==> src/rtl/hbh_pkg.sv <==
package hbh_pkg;

  // Delay-line length that spans odd offsets 1..2M-1 on both sides of the centre.
  function automatic int line_len(input int pairs);
    return 4 * pairs - 1;
  endfunction

  // Index of the centre position (zero-valued tap, feeds the in-phase path).
  function automatic int centre_idx(input int len);
    return (len - 1) / 2;
  endfunction

  // Distance from the centre of the j-th nonzero coefficient.
  function automatic int odd_offset(input int j);
    return 2 * j + 1;
  endfunction

  // Width of one pre-subtracted product.
  function automatic int prod_width(input int dw, input int cw);
    return dw + 1 + cw;
  endfunction

endpackage

==> src/rtl/hbh_tap_line.sv <==
module hbh_tap_line #(
  parameter int DATA_W = 8,
  parameter int PAIRS  = 3
) (
  input  logic                      clk,
  input  logic                      rst_n,
  input  logic                      shift_en,
  input  logic [DATA_W-1:0]         din,
  output logic [PAIRS*DATA_W-1:0]   older_flat,
  output logic [PAIRS*DATA_W-1:0]   newer_flat,
  output logic [DATA_W-1:0]         centre
);
  localparam int N = hbh_pkg::line_len(PAIRS);
  localparam int C = hbh_pkg::centre_idx(N);

  logic [N-1:0][DATA_W-1:0] line_q;

  always_ff @(posedge clk or negedge rst_n) begin
    if (!rst_n) begin
      line_q <= '0;
    end else if (shift_en) begin
      line_q <= {line_q[N-2:0], din};
    end
  end

  assign centre = line_q[C];

  for (genvar j = 0; j < PAIRS; j++) begin : g_pick
    localparam int K = hbh_pkg::odd_offset(j);
    assign older_flat[j*DATA_W +: DATA_W] = line_q[C+K];
    assign newer_flat[j*DATA_W +: DATA_W] = line_q[C-K];
  end


  line_hold_chk: assert property (@(posedge clk) disable iff (!rst_n)
    !shift_en |=> $stable(line_q));


  line_load_chk: assert property (@(posedge clk) disable iff (!rst_n)
    shift_en |=> line_q[0] == $past(din));

endmodule

==> src/rtl/hbh_pair_mult.sv <==
module hbh_pair_mult #(
  parameter int DATA_W = 8,
  parameter int COEF_W = 10,
  parameter int PAIRS  = 3,
  parameter logic [PAIRS*COEF_W-1:0] COEFS = '0
) (
  input  logic                          clk,
  input  logic                          rst_n,
  input  logic                          v_in,
  input  logic [PAIRS*DATA_W-1:0]       older_flat,
  input  logic [PAIRS*DATA_W-1:0]       newer_flat,
  input  logic [DATA_W-1:0]             centre_in,
  output logic                          v_out,
  output logic [DATA_W-1:0]             centre_out,
  output logic [PAIRS*hbh_pkg::prod_width(DATA_W, COEF_W)-1:0] prods_flat
);
  localparam int PROD_W = hbh_pkg::prod_width(DATA_W, COEF_W);

  // Pre-subtraction of mirrored samples, then one multiply per nonzero pair.
  function automatic logic signed [PROD_W-1:0] pair_product(
    input logic signed [DATA_W-1:0] older,
    input logic signed [DATA_W-1:0] newer,
    input logic signed [COEF_W-1:0] coef
  );
    logic signed [DATA_W:0] diff;
    diff = {older[DATA_W-1], older} - {newer[DATA_W-1], newer};
    return PROD_W'(diff) * PROD_W'(coef);
  endfunction

  for (genvar j = 0; j < PAIRS; j++) begin : g_pair
    logic signed [PROD_W-1:0] prod_q;
    always_ff @(posedge clk or negedge rst_n) begin
      if (!rst_n) prod_q <= '0;
      else        prod_q <= pair_product(older_flat[j*DATA_W +: DATA_W],
                                         newer_flat[j*DATA_W +: DATA_W],
                                         COEFS[j*COEF_W +: COEF_W]);
    end
    assign prods_flat[j*PROD_W +: PROD_W] = prod_q;
  end

  always_ff @(posedge clk or negedge rst_n) begin
    if (!rst_n) begin
      v_out      <= 1'b0;
      centre_out <= '0;
    end else begin
      v_out      <= v_in;
      centre_out <= centre_in;
    end
  end

endmodule

==> src/rtl/hbh_sum_sat.sv <==
module hbh_sum_sat #(
  parameter int DATA_W = 8,
  parameter int PAIRS  = 3,
  parameter int PROD_W = 19,
  parameter int ACC_W  = 22,
  parameter int OUT_W  = 8,
  parameter int FRAC   = 8
) (
  input  logic                       clk,
  input  logic                       rst_n,
  input  logic                       v_in,
  input  logic [PAIRS*PROD_W-1:0]    prods_flat,
  input  logic [DATA_W-1:0]          centre_in,
  output logic                       v_out,
  output logic [DATA_W-1:0]          i_out,
  output logic [OUT_W-1:0]           q_out
);
  localparam logic signed [ACC_W-1:0] QMAX_A = ACC_W'((64'sd1 <<< (OUT_W-1)) - 64'sd1);
  localparam logic signed [ACC_W-1:0] QMIN_A = -QMAX_A - ACC_W'(1);
  localparam logic signed [ACC_W-1:0] HALF_A = ACC_W'(64'sd1 <<< (FRAC-1));
  localparam logic signed [OUT_W-1:0] QMAX_O = {1'b0, {(OUT_W-1){1'b1}}};
  localparam logic signed [OUT_W-1:0] QMIN_O = {1'b1, {(OUT_W-1){1'b0}}};

  function automatic logic signed [ACC_W-1:0] round_half_up(input logic signed [ACC_W-1:0] a);
    return (a + HALF_A) >>> FRAC;
  endfunction

  function automatic logic signed [OUT_W-1:0] clamp(input logic signed [ACC_W-1:0] r);
    if (r > QMAX_A)      return QMAX_O;
    else if (r < QMIN_A) return QMIN_O;
    else                 return r[OUT_W-1:0];
  endfunction

  logic signed [ACC_W-1:0] acc;
  always_comb begin
    acc = '0;
    for (int j = 0; j < PAIRS; j++) begin
      acc = acc + {{(ACC_W-PROD_W){prods_flat[j*PROD_W+PROD_W-1]}}, prods_flat[j*PROD_W +: PROD_W]};
    end
  end

  logic signed [ACC_W-1:0] rounded;
  logic sat_hi, sat_lo;
  assign rounded = round_half_up(acc);
  assign sat_hi  = rounded > QMAX_A;
  assign sat_lo  = rounded < QMIN_A;

  always_ff @(posedge clk or negedge rst_n) begin
    if (!rst_n) begin
      v_out <= 1'b0;
      i_out <= '0;
      q_out <= '0;
    end else begin
      v_out <= v_in;
      if (v_in) begin
        i_out <= centre_in;
        q_out <= clamp(rounded);
      end
    end
  end


  sat_high_chk: assert property (@(posedge clk) disable iff (!rst_n)
    (v_in && sat_hi) |=> q_out == QMAX_O);


  sat_low_chk: assert property (@(posedge clk) disable iff (!rst_n)
    (v_in && sat_lo) |=> q_out == QMIN_O);


  hold_out_chk: assert property (@(posedge clk) disable iff (!rst_n)
    !v_out |-> ($stable(q_out) && $stable(i_out)) || $past(!rst_n));

endmodule

==> src/rtl/hilbert_iq_fir.sv <==
module hilbert_iq_fir #(
  parameter int DATA_W = 8,
  parameter int COEF_W = 10,
  parameter int PAIRS  = 3,
  parameter int OUT_W  = 8,
  parameter int FRAC   = 8,
  parameter logic [PAIRS*COEF_W-1:0] COEFS = {10'sd33, 10'sd54, 10'sd163}
) (
  input  logic              clk,
  input  logic              rst_n,
  input  logic              in_valid,
  input  logic [DATA_W-1:0] in_data,
  output logic              out_valid,
  output logic [DATA_W-1:0] out_i,
  output logic [OUT_W-1:0]  out_q
);
  localparam int PROD_W = hbh_pkg::prod_width(DATA_W, COEF_W);
  localparam int ACC_W  = PROD_W + $clog2(PAIRS) + 1;

  logic [PAIRS*DATA_W-1:0] older_flat, newer_flat;
  logic [DATA_W-1:0]       line_centre, mult_centre;
  logic [PAIRS*PROD_W-1:0] prods_flat;
  logic                    line_valid, mult_valid;

  always_ff @(posedge clk or negedge rst_n) begin
    if (!rst_n) line_valid <= 1'b0;
    else        line_valid <= in_valid;
  end

  hbh_tap_line #(.DATA_W(DATA_W), .PAIRS(PAIRS)) u_line (
    .clk(clk), .rst_n(rst_n), .shift_en(in_valid), .din(in_data),
    .older_flat(older_flat), .newer_flat(newer_flat), .centre(line_centre)
  );

  hbh_pair_mult #(.DATA_W(DATA_W), .COEF_W(COEF_W), .PAIRS(PAIRS), .COEFS(COEFS)) u_mult (
    .clk(clk), .rst_n(rst_n), .v_in(line_valid),
    .older_flat(older_flat), .newer_flat(newer_flat), .centre_in(line_centre),
    .v_out(mult_valid), .centre_out(mult_centre), .prods_flat(prods_flat)
  );

  hbh_sum_sat #(.DATA_W(DATA_W), .PAIRS(PAIRS), .PROD_W(PROD_W), .ACC_W(ACC_W),
                .OUT_W(OUT_W), .FRAC(FRAC)) u_sum (
    .clk(clk), .rst_n(rst_n), .v_in(mult_valid), .prods_flat(prods_flat),
    .centre_in(mult_centre), .v_out(out_valid), .i_out(out_i), .q_out(out_q)
  );


  latency_fwd_chk: assert property (@(posedge clk) disable iff (!rst_n)
    in_valid |-> ##3 out_valid);


  latency_back_chk: assert property (@(posedge clk) disable iff (!rst_n)
    out_valid |-> $past(in_valid, 3));


  i_path_chk: assert property (@(posedge clk) disable iff (!rst_n)
    out_valid |-> out_i == $past(line_centre, 2));

endmodule

==> config.mk <==
export PLATFORM = sky130hd
export DESIGN_NAME = hilbert_iq_fir
export DESIGN_NICKNAME = d
export VERILOG_FILES = /design/src/rtl/hbh_pkg.sv /design/src/rtl/hbh_tap_line.sv /design/src/rtl/hbh_pair_mult.sv /design/src/rtl/hbh_sum_sat.sv /design/src/rtl/hilbert_iq_fir.sv
export SDC_FILE = /design/constraint.sdc
export NUM_CORES = 1
export LEC_CHECK = 0
export BUFFER_PORTS_ARGS = -buffer_cell sky130_fd_sc_hd__buf_4
export CELL_PAD_IN_SITES_DETAIL_PLACEMENT = 0
export CELL_PAD_IN_SITES_GLOBAL_PLACEMENT = 1
export CORE_ASPECT_RATIO = 1.75
export CORE_MARGIN = 2
export CORE_UTILIZATION = 25
export DETAILED_ROUTE_END_ITERATION = 10
export PLACE_DENSITY = 0.53
export SKIP_LAST_GASP = 1
export SLEW_MARGIN = 5
export SYNTH_ARGS = -nofsm -noshare
export SYNTH_HDL_FRONTEND = slang
export SYNTH_SLANG_ARGS = --single-unit
==> constraint.sdc <==
create_clock -name clk -period 4.8 [get_ports clk]
set_input_delay 0 -clock clk [delete_from_list [all_inputs] [get_ports clk]]
set_output_delay 0 -clock clk [all_outputs]
set_load 0.01 [all_outputs]
[Yosys cells after proc, flatten, opt, wreduce, memory -nomap -nowiden]
Cells that the tools add are included.
Storage, ports and cells
  bits of input ports: 11
  bits in registers: 167
  word-level logic and storage cells: 33
  output and inout bits: 17
Cells by class
  add/sub/neg operators: 6
  mux-type cells: 2
  order comparisons: 2
  $mul: 3
Operators by type and width (count)
  8-bit by 8-bit subtractor with 9-bit output: 3
  22-bit adder: 1
  22-bit by 9-bit adder with 22-bit output, second input constant: 1
  18-bit by 16-bit adder with 19-bit output: 1
  9-bit by 9-bit multiplier with 18-bit output, second input constant: 1
  9-bit by 7-bit multiplier with 16-bit output, second input constant: 1
  8-bit two-way mux: 2
  9-bit by 6-bit multiplier with 15-bit output, second input constant: 1
  14-bit by 8-bit > comparator with 1-bit output, second input constant: 1
  14-bit by 8-bit less-than comparator with 1-bit output, second input constant: 1

[Longest topological paths before layout]
Gate-level depths: netlist of the first run.
  depth after elaboration: 6
  mapped depth: 27
  depth with buffers taken out: 27

[Cells and area by module]
A second synthesis of the first run with hierarchy kept.
Second synthesis, totals
  cell total of the unflattened synthesis: 1063
  area total of the unflattened synthesis: 11711.2 um^2
Modules (own cells, without submodules)
  hbh_pair_mult: area an instance 5295.1 um^2, instances 1, cells an instance 516, seq. area each 1451.4 um^2
  hbh_tap_line: area an instance 3763.6 um^2, instances 1, cells an instance 242, seq. area each 2202.1 um^2
  hbh_sum_sat: area an instance 2627.5 um^2, instances 1, cells an instance 304, seq. area each 425.4 um^2
  hilbert_iq_fir: area an instance 25.0 um^2, instances 1, cells an instance 1, seq. area each 25.0 um^2

[Least setup slack after synthesis of the first run]
No wires, ideal clock.
  path type: reg-to-reg
  from: register u_line.line_q (netlist bit u_line.newer_flat[1])
  to: register, netlist name u_mult.g_pair[0].prod_q[17]
  setup slack: -0.363 ns
  path buffers: 0
  arrival: 5.035 ns
  library setup time: 0.128 ns
  required time: 4.672 ns
  period minus slack after synthesis: 5.163 ns
  stages on the path, launching flop included: 25
  cells stage by stage: dfrtp_1 inv_1 ha_1 nor2b_1 o21ai_0 a21boi_0 o21ai_0 nand2b_1 a21o_1 a21oi_1 xnor2_1 ha_1 ha_1 inv_1 fa_1 inv_1 fa_1 ha_1 a21oi_1 nor2b_1 o2111ai_1 nand3_1 o41ai_1 o21ai_0 xnor2_1
On the way
  word-level cells in the longest chain between the ends: 2
RTL lines
  from (decl): RTL line hbh_tap_line.sv:16  | logic [N-1:0][DATA_W-1:0] line_q;
  from (signal assigned): RTL line hbh_tap_line.sv:22  | line_q <= {line_q[N-2:0], din};
  8-bit by 8-bit subtractor with 9-bit output: RTL line hbh_pair_mult.sv:26  | diff = {older[DATA_W-1], older} - {newer[DATA_W-1], newer};
  9-bit by 9-bit multiplier with 18-bit output: RTL line hbh_pair_mult.sv:27  | return PROD_W'(diff) * PROD_W'(coef);
Every way passes these cells.
A chain may end at the register's enable or synchronous reset.

[Final worst setup path of the first run]
  from: register u_line.line_q (netlist bit u_line.newer_flat[0])
  to: register, netlist name u_mult.g_pair[0].prod_q[17]
On the way
  word-level cells in the longest chain between the ends: 2
RTL lines (RTL line)
  8-bit by 8-bit subtractor with 9-bit output: hbh_pair_mult.sv:26
  9-bit by 9-bit multiplier with 18-bit output: hbh_pair_mult.sv:27
Every way passes these cells.

==> reports/metrics.yaml, run 1 <==
outcome: "complete, but fails checks"
violations: "setup timing"
r2r_cells: 23
synth.distinct_cells: 69
drive_above_1_share_pct: 25.82
grt_overflow: 0
fmax_mhz: 205.8
maxSlewHeadroom_pct: 46.99
wl_mm: 24.55
antenna_found_initial: 0
die_area_um2: 44280
setup_viol: 5
finalHoldViolations: 0
wl_per_cell_um: 14.78
yosysWarnings: 0
hold_path.startpoint: "in_valid"
die_h_um: 276.9
clockBufferDepth: 2
first_global_vias: 7660
yosysTopAreaCell: "dfrtp_1"
synth_top_area_share_pct: 38.58
period_share_pct: 101.2
firstDrtPassIters: 4
final.setup.tns_ns: -0.1798
dp_cells: 1603
cts-root-buf: "clkbuf_16"
start_kind: "register"
area_growth_pct: 22.54
critPathLaunch: "u_line.newer_flat[0]$_DFFE_PN0P_"
synthMuxAreaShare_pct: 8.034
finalMaxSlewViolations: 0
cts_sinks: 164
ys_ff_latch: 164
fin_area_um2: 13030
clock_skew_ns: 0.01490
synthCells: 969
routed_via_density: 4.231
critPathCaptureType: "register"
rsz0062_at_grt: "true"
maxCapViolations: 0
cts_max_level: 4
drc: 0
synth_top_family_by_area: "adder cells"
synth-seq-area-share_pct: 38.58
synth_edf_count: 0
grt_pass1_wl_mm: 39.92
synth-xor-area-share_pct: 5.764
min_path_type: "input port to register"
ant_nets: 0
ios: 28
path_class: "register to register"
grt_max_degree: 66
period_needed_ns: 4.859
numCtsBuffers: 17
setup_slack_ns: -0.05934
hpwl_mm: 19.95
drt_iter0_drc: 209
start_util_pct: 25.15
rr_startpoint: "u_line.newer_flat[0]$_DFFE_PN0P_"
cp.required_ns: 5.12
portBuffers: 27
cp.arrival_ns: 5.18
cts_tree: "built"
nFillCells: 4478
reg2reg_to: "u_mult.g_pair[0].prod_q[17]$_DFF_PN0_"
synth_area_um2: 10640
place.gp.congestion: 0.8110
rows: 100
syn-num-nets: 1157
routed-via-count: 7028
post-route-util_pct: 30.82
whs_path_depth: 1
ys.flop_type: "dfrtp_1"
yosys-top-cells-area: "dfrtp_1, ha_1, fa_1"
core_area_um2: 42290
async_flop_share_pct: 100.0
clk_pin_slew_worst_paths_ns: 0.07
num-nets-final: 1275
dpl-instance-area_um2: 12050
hold_end: "line_valid$_DFF_PN0_"
grt_usage_pct: 11.70
synth_compound_area_share_pct: 10.34
synth_adder_area_share_pct: 24.00
stdcell_count: 1661
worstPathMaxFanout: 3
syn_avg_cell_area_um2: 10.98
insertion_delay_ns: 0.44
n_antenna_cell: 0
tightest_slew_ns: 0.7952
ff2ff_setup_slack_ns: -0.06
die_w_um: 159.9
synth-simple-area-share_pct: 6.964
==> cells in the final DEF (no fill, tap or decap), types with 6 or more instances in the layout <==
cell type,instances
a21o_1,22
a21oi_1,26
a21oi_2,13
a31oi_1,6
buf_4,105
clkbuf_16,17
dfrtp_1,163
dlygate4sd3_1,9
fa_1,43
ha_1,123
ha_4,9
inv_1,154
mux2_2,74
nand2_1,46
nand2b_1,9
nand3_1,11
nor2_1,35
nor2b_1,8
nor3_1,11
o21ai_0,37
o21ai_1,9
o21bai_1,15
xnor2_1,41
xor2_1,19
==> state kept, by name, indices dropped and copies added (netlist names) <==
register and count:
u_mult.v_out 1, line_valid 1, u_line.centre 8, u_mult.centre_out 8, u_line.older_flat 24, u_sum.i_out 8
u_mult.g_pair.prod_q 49, u_sum.q_out 8, u_line.newer_flat 24, u_line.line_q 32, u_sum.v_out 1
==> timing repair <==
action / 4_1_cts / 5_1_grt
hold endpoints to repair: 71 / 0
gates resized for setup: 10 / 28
endpoints found under the setup margin: 6 / 11
hold buffers: 9 / 0
pin swaps: 18 / 30
buffers inserted: 6 / 11
==> cells in the mapped netlist (all sizes together), types with 2 or more instances <==
cell type,number
dfrtp,164
a31oi,6
fa,45
nor2b,10
o41ai,3
nor4,3
or3,2
o211ai,5
mux2,75
a21oi,41
inv,159
ha,132
or2,3
nand3,11
nand2b,9
buf,5
nor3,13
a211oi,5
a21o,24
o21bai,16
a211o,2
xor2,22
o21a,2
o21ai,48
nor4b,2
clkbuf,12
nor2,35
a21boi,3
nand2,46
xnor2,45
==> per-layer routing <==
layer  track usage (%)  vias up  share of wire, %
li1                  -     3472                 -
met1             10.96     3470                35
met3             1.842       33               1.5
met4             5.429        0               3.8
met2             24.05       53                60
met5                 0        -                 0
==> area by class of cell <==
type	instances	area, um^2	share of cell area, %
multi-input combinational	629	6136	47.08
sequential	164	4105	31.50
clock inverter	14	145.1	1.114
timing repair buffer	116	909.6	6.979
clock buffer	18	439.2	3.369
inverter	159	596.8	4.579
tap	561	701.9	5.385
==> logic make-up after synthesis <==
kind of cell,count (synthesis)
mux,76
flops,164
simple gates,142
compound gates,167
xor+xnor,67
fa+ha+maj,177
buf+inv,176
==> how the worst max path moves through the flow <==
stage,endpoint,slack (ns)
final,u_mult.g_pair[0].prod_q[17]$_DFF_PN0_,-0.06
after global routing,u_mult.g_pair[0].prod_q[17]$_DFF_PN0_,-0.34
after CTS,u_mult.g_pair[0].prod_q[16]$_DFF_PN0_,-0.07
after detailed placement,u_mult.g_pair[0].prod_q[17]$_DFF_PN0_,-0.15
after global placement,u_mult.g_pair[0].prod_q[17]$_DFF_PN0_,-0.10
after floorplan,u_mult.g_pair[0].prod_q[17]$_DFF_PN0_,-0.03
==> through the flow <==
stage | hold slack, ns | setup slack (ns)
finish | 0.007464 | -0.05934
global route | 0.02484 | -0.3395
CTS | 0.004616 | -0.07470
detailed placement | 0.05190 | -0.1484
global placement | 0.03868 | -0.1030
floorplan | -0.2956 | -0.02572
==> worst max-delay path: stages (launching register included) <==
cell	delay (ns)
dfrtp_1	0.41
ha_4	0.19
fa_2	0.36
nor2b_1	0.11
o21ai_1	0.06
nand2b_1	0.10
a21o_1	0.12
a21o_1	0.17
a211oi_2	0.08
mux2_4	0.28
ha_4	0.23
ha_4	0.26
inv_2	0.03
fa_1	0.47
inv_1	0.05
fa_1	0.51
ha_4	0.22
a21oi_2	0.14
nor2b_1	0.07
o2111ai_1	0.19
nand3_1	0.14
o41ai_2	0.26
o21ai_1	0.13
xnor2_1	0.13
Power of run 1 is left out: the tool's default activity adds up to more than one toggle a clock period on the data nets, which glitch-free logic cannot reach.
==> inputs of run 2 (changes only) <==
CORE_ASPECT_RATIO = default   (was 1.75)
CORE_UTILIZATION = 45   (was 25)
PLACE_DENSITY = 0.81   (was 0.53)
==> reports/metrics.yaml, run 2 (synthesized netlist as in run 1, its figures left out) <==
drt_iter0_drc: 286
cp_common_cell: "ha_4"
routed-via-count: 6799
stdcell_count: 1404
start_kind: "register"
fmax_mhz: 205.2
cp.required_ns: 5.10
maxSlewHeadroom_pct: 52.42
wl_mm: 19.98
insertion_delay_ns: 0.43
dp_cells: 1347
grt_usage_pct: 17.41
drive_above_1_share_pct: 24.79
cts_tree: "built"
portBuffers: 27
place.gp.congestion: 0.7728
cts_max_level: 4
die_w_um: 157.7
crit_buf_inv: 2
n_antenna_cell: 0
grt_max_degree: 68
nFillCells: 2044
violations: "setup timing"
grt_overflow: 0
critPathMaxStageDelay_ns: 0.55
die_area_um2: 24880
grt_pass1_wl_mm: 34.00
finalHoldWorstSlack_ns: 0.1168
worstPathMaxFanout: 3
num-nets-final: 1260
cts_sinks: 164
core_area_um2: 23330
cp.arrival_ns: 5.18
clockBufferDepth: 2
setup_viol: 5
tightest_slew_ns: 0.7137
clock_skew_ns: 0.01450
regMostFlops: "u_mult.g_pair.prod_q"
pre_cts_ws_ns: -0.1552
ant_nets: 0
cp_cell_sequence: "ha_4 > fa_2 > nor2b_1 > o21ai_1 > nand2b_1 > a21o_1 > a21o_1 > a211oi_2 > mux2_4 > ha_4 > ha_4 > inv_2 > fa_1 > inv_1 > fa_1 > ha_4 > a21oi_2 > nor2b_1 > o2111ai_1 > nand3_1 > o41ai_2 > o21ai_1 > xnor2_1"
firstDrtPassIters: 4
area_growth_pct: 18.39
rsz0062_at_grt: "true"
period_needed_ns: 4.874
top_regs: "u_mult.g_pair.prod_q (49), u_line.line_q (32)"
period_share_pct: 101.5
die_h_um: 157.7
routed_via_density: 4.843
critPathCaptureType: "register"
ios: 28
start_util_pct: 45.59
wl_per_cell_um: 14.23
finalHoldViolations: 0
path_class: "register to register"
post-route-util_pct: 53.97
min_path_type: "input port to async pin"
first_global_vias: 7124
hpwl_mm: 15.21
finalMaxSlewViolations: 0
outcome: "complete, but fails checks"
cts-root-buf: "clkbuf_16"
drc: 0
final_common_cell: "dfrtp_1"
critical_path.slowest_cell: "fa_1"
numCtsBuffers: 17
rows: 56
setup_slack_ns: -0.07367
layout_common_cells: "dfrtp_1, inv_1, ha_1"
largest_register_ffs: 49
clk_pin_slew_worst_paths_ns: 0.08
maxCapViolations: 0
antenna_found_initial: 0
cp_top_family: "adder cells"
-- run 2: cell count changes in the layout (fill, tap and decap cells not counted), sizes merged --
cell	delta
dlygate4sd3	+1
clkinv	-4
buf	-16
bufinv	-1
inv	+3
clkinvlp	+2
-- run 2: path summary, 6_finish.rpt --
check	startpoint	to	slack, ns	cells past startpoint
worst min register to register	line_valid$_DFF_PN0_	u_mult.v_out$_DFF_PN0_	0.35	0
worst max register to register	u_line.newer_flat[0]$_DFFE_PN0P_	u_mult.g_pair[0].prod_q[17]$_DFF_PN0_	-0.07	23
worst min-delay path	rst_n	u_line.newer_flat[18]$_DFFE_PN0P_	0.12	2
worst max-delay path	u_line.newer_flat[0]$_DFFE_PN0P_	u_mult.g_pair[0].prod_q[17]$_DFF_PN0_	-0.07	23
max in group asynchronous	rst_n	u_sum.v_out$_DFF_PN0_	3.52	3
min in group clk	in_data[1]	u_line.newer_flat[17]$_DFFE_PN0P_	0.32	4
-- run 2: what timing repair did --
item                                   4_1_cts  5_1_grt
gates resized for setup                     17       21
buffers inserted                             8        7
hold buffers                                10        0
endpoints found under the hold margin       74        0
setup endpoints to repair                    6       13
cloned                                       0        0
pin swaps                                   31       19
-- run 2: through the flow --
stage                     area (um^2)  setup TNS [ns]
after global placement          11640         -0.1777
final                           12590         -0.2617
after floorplan                 10740        -0.02572
after global routing            12590          -2.039
after detailed placement        11640         -0.5554
after CTS                       12430         -0.1519
-- run 2: cell type report --
| class | count | area, um^2 | area share, % |
|---|---|---|---|
| Clock buffer | 18 | 429.2 | 3.408 |
| Clock inverter | 14 | 136.4 | 1.083 |
| Inverter | 159 | 596.8 | 4.740 |
| Multi-Input combinational cell | 629 | 6135 | 48.72 |
| Sequential cell | 164 | 4105 | 32.60 |
| Tap cell | 319 | 399.1 | 3.170 |
| Timing Repair Buffer | 101 | 790.8 | 6.280 |
-- run 2: layer usage --
layer,global-route usage [%],vias to the layer above,wire (um)
met5,0,-,0
met4,3.377,0,131
met3,3.367,12,393
met2,32.11,65,10530
met1,21.16,3282,8916
li1,-,3440,-
Power of run 2 is left out for the same reason.
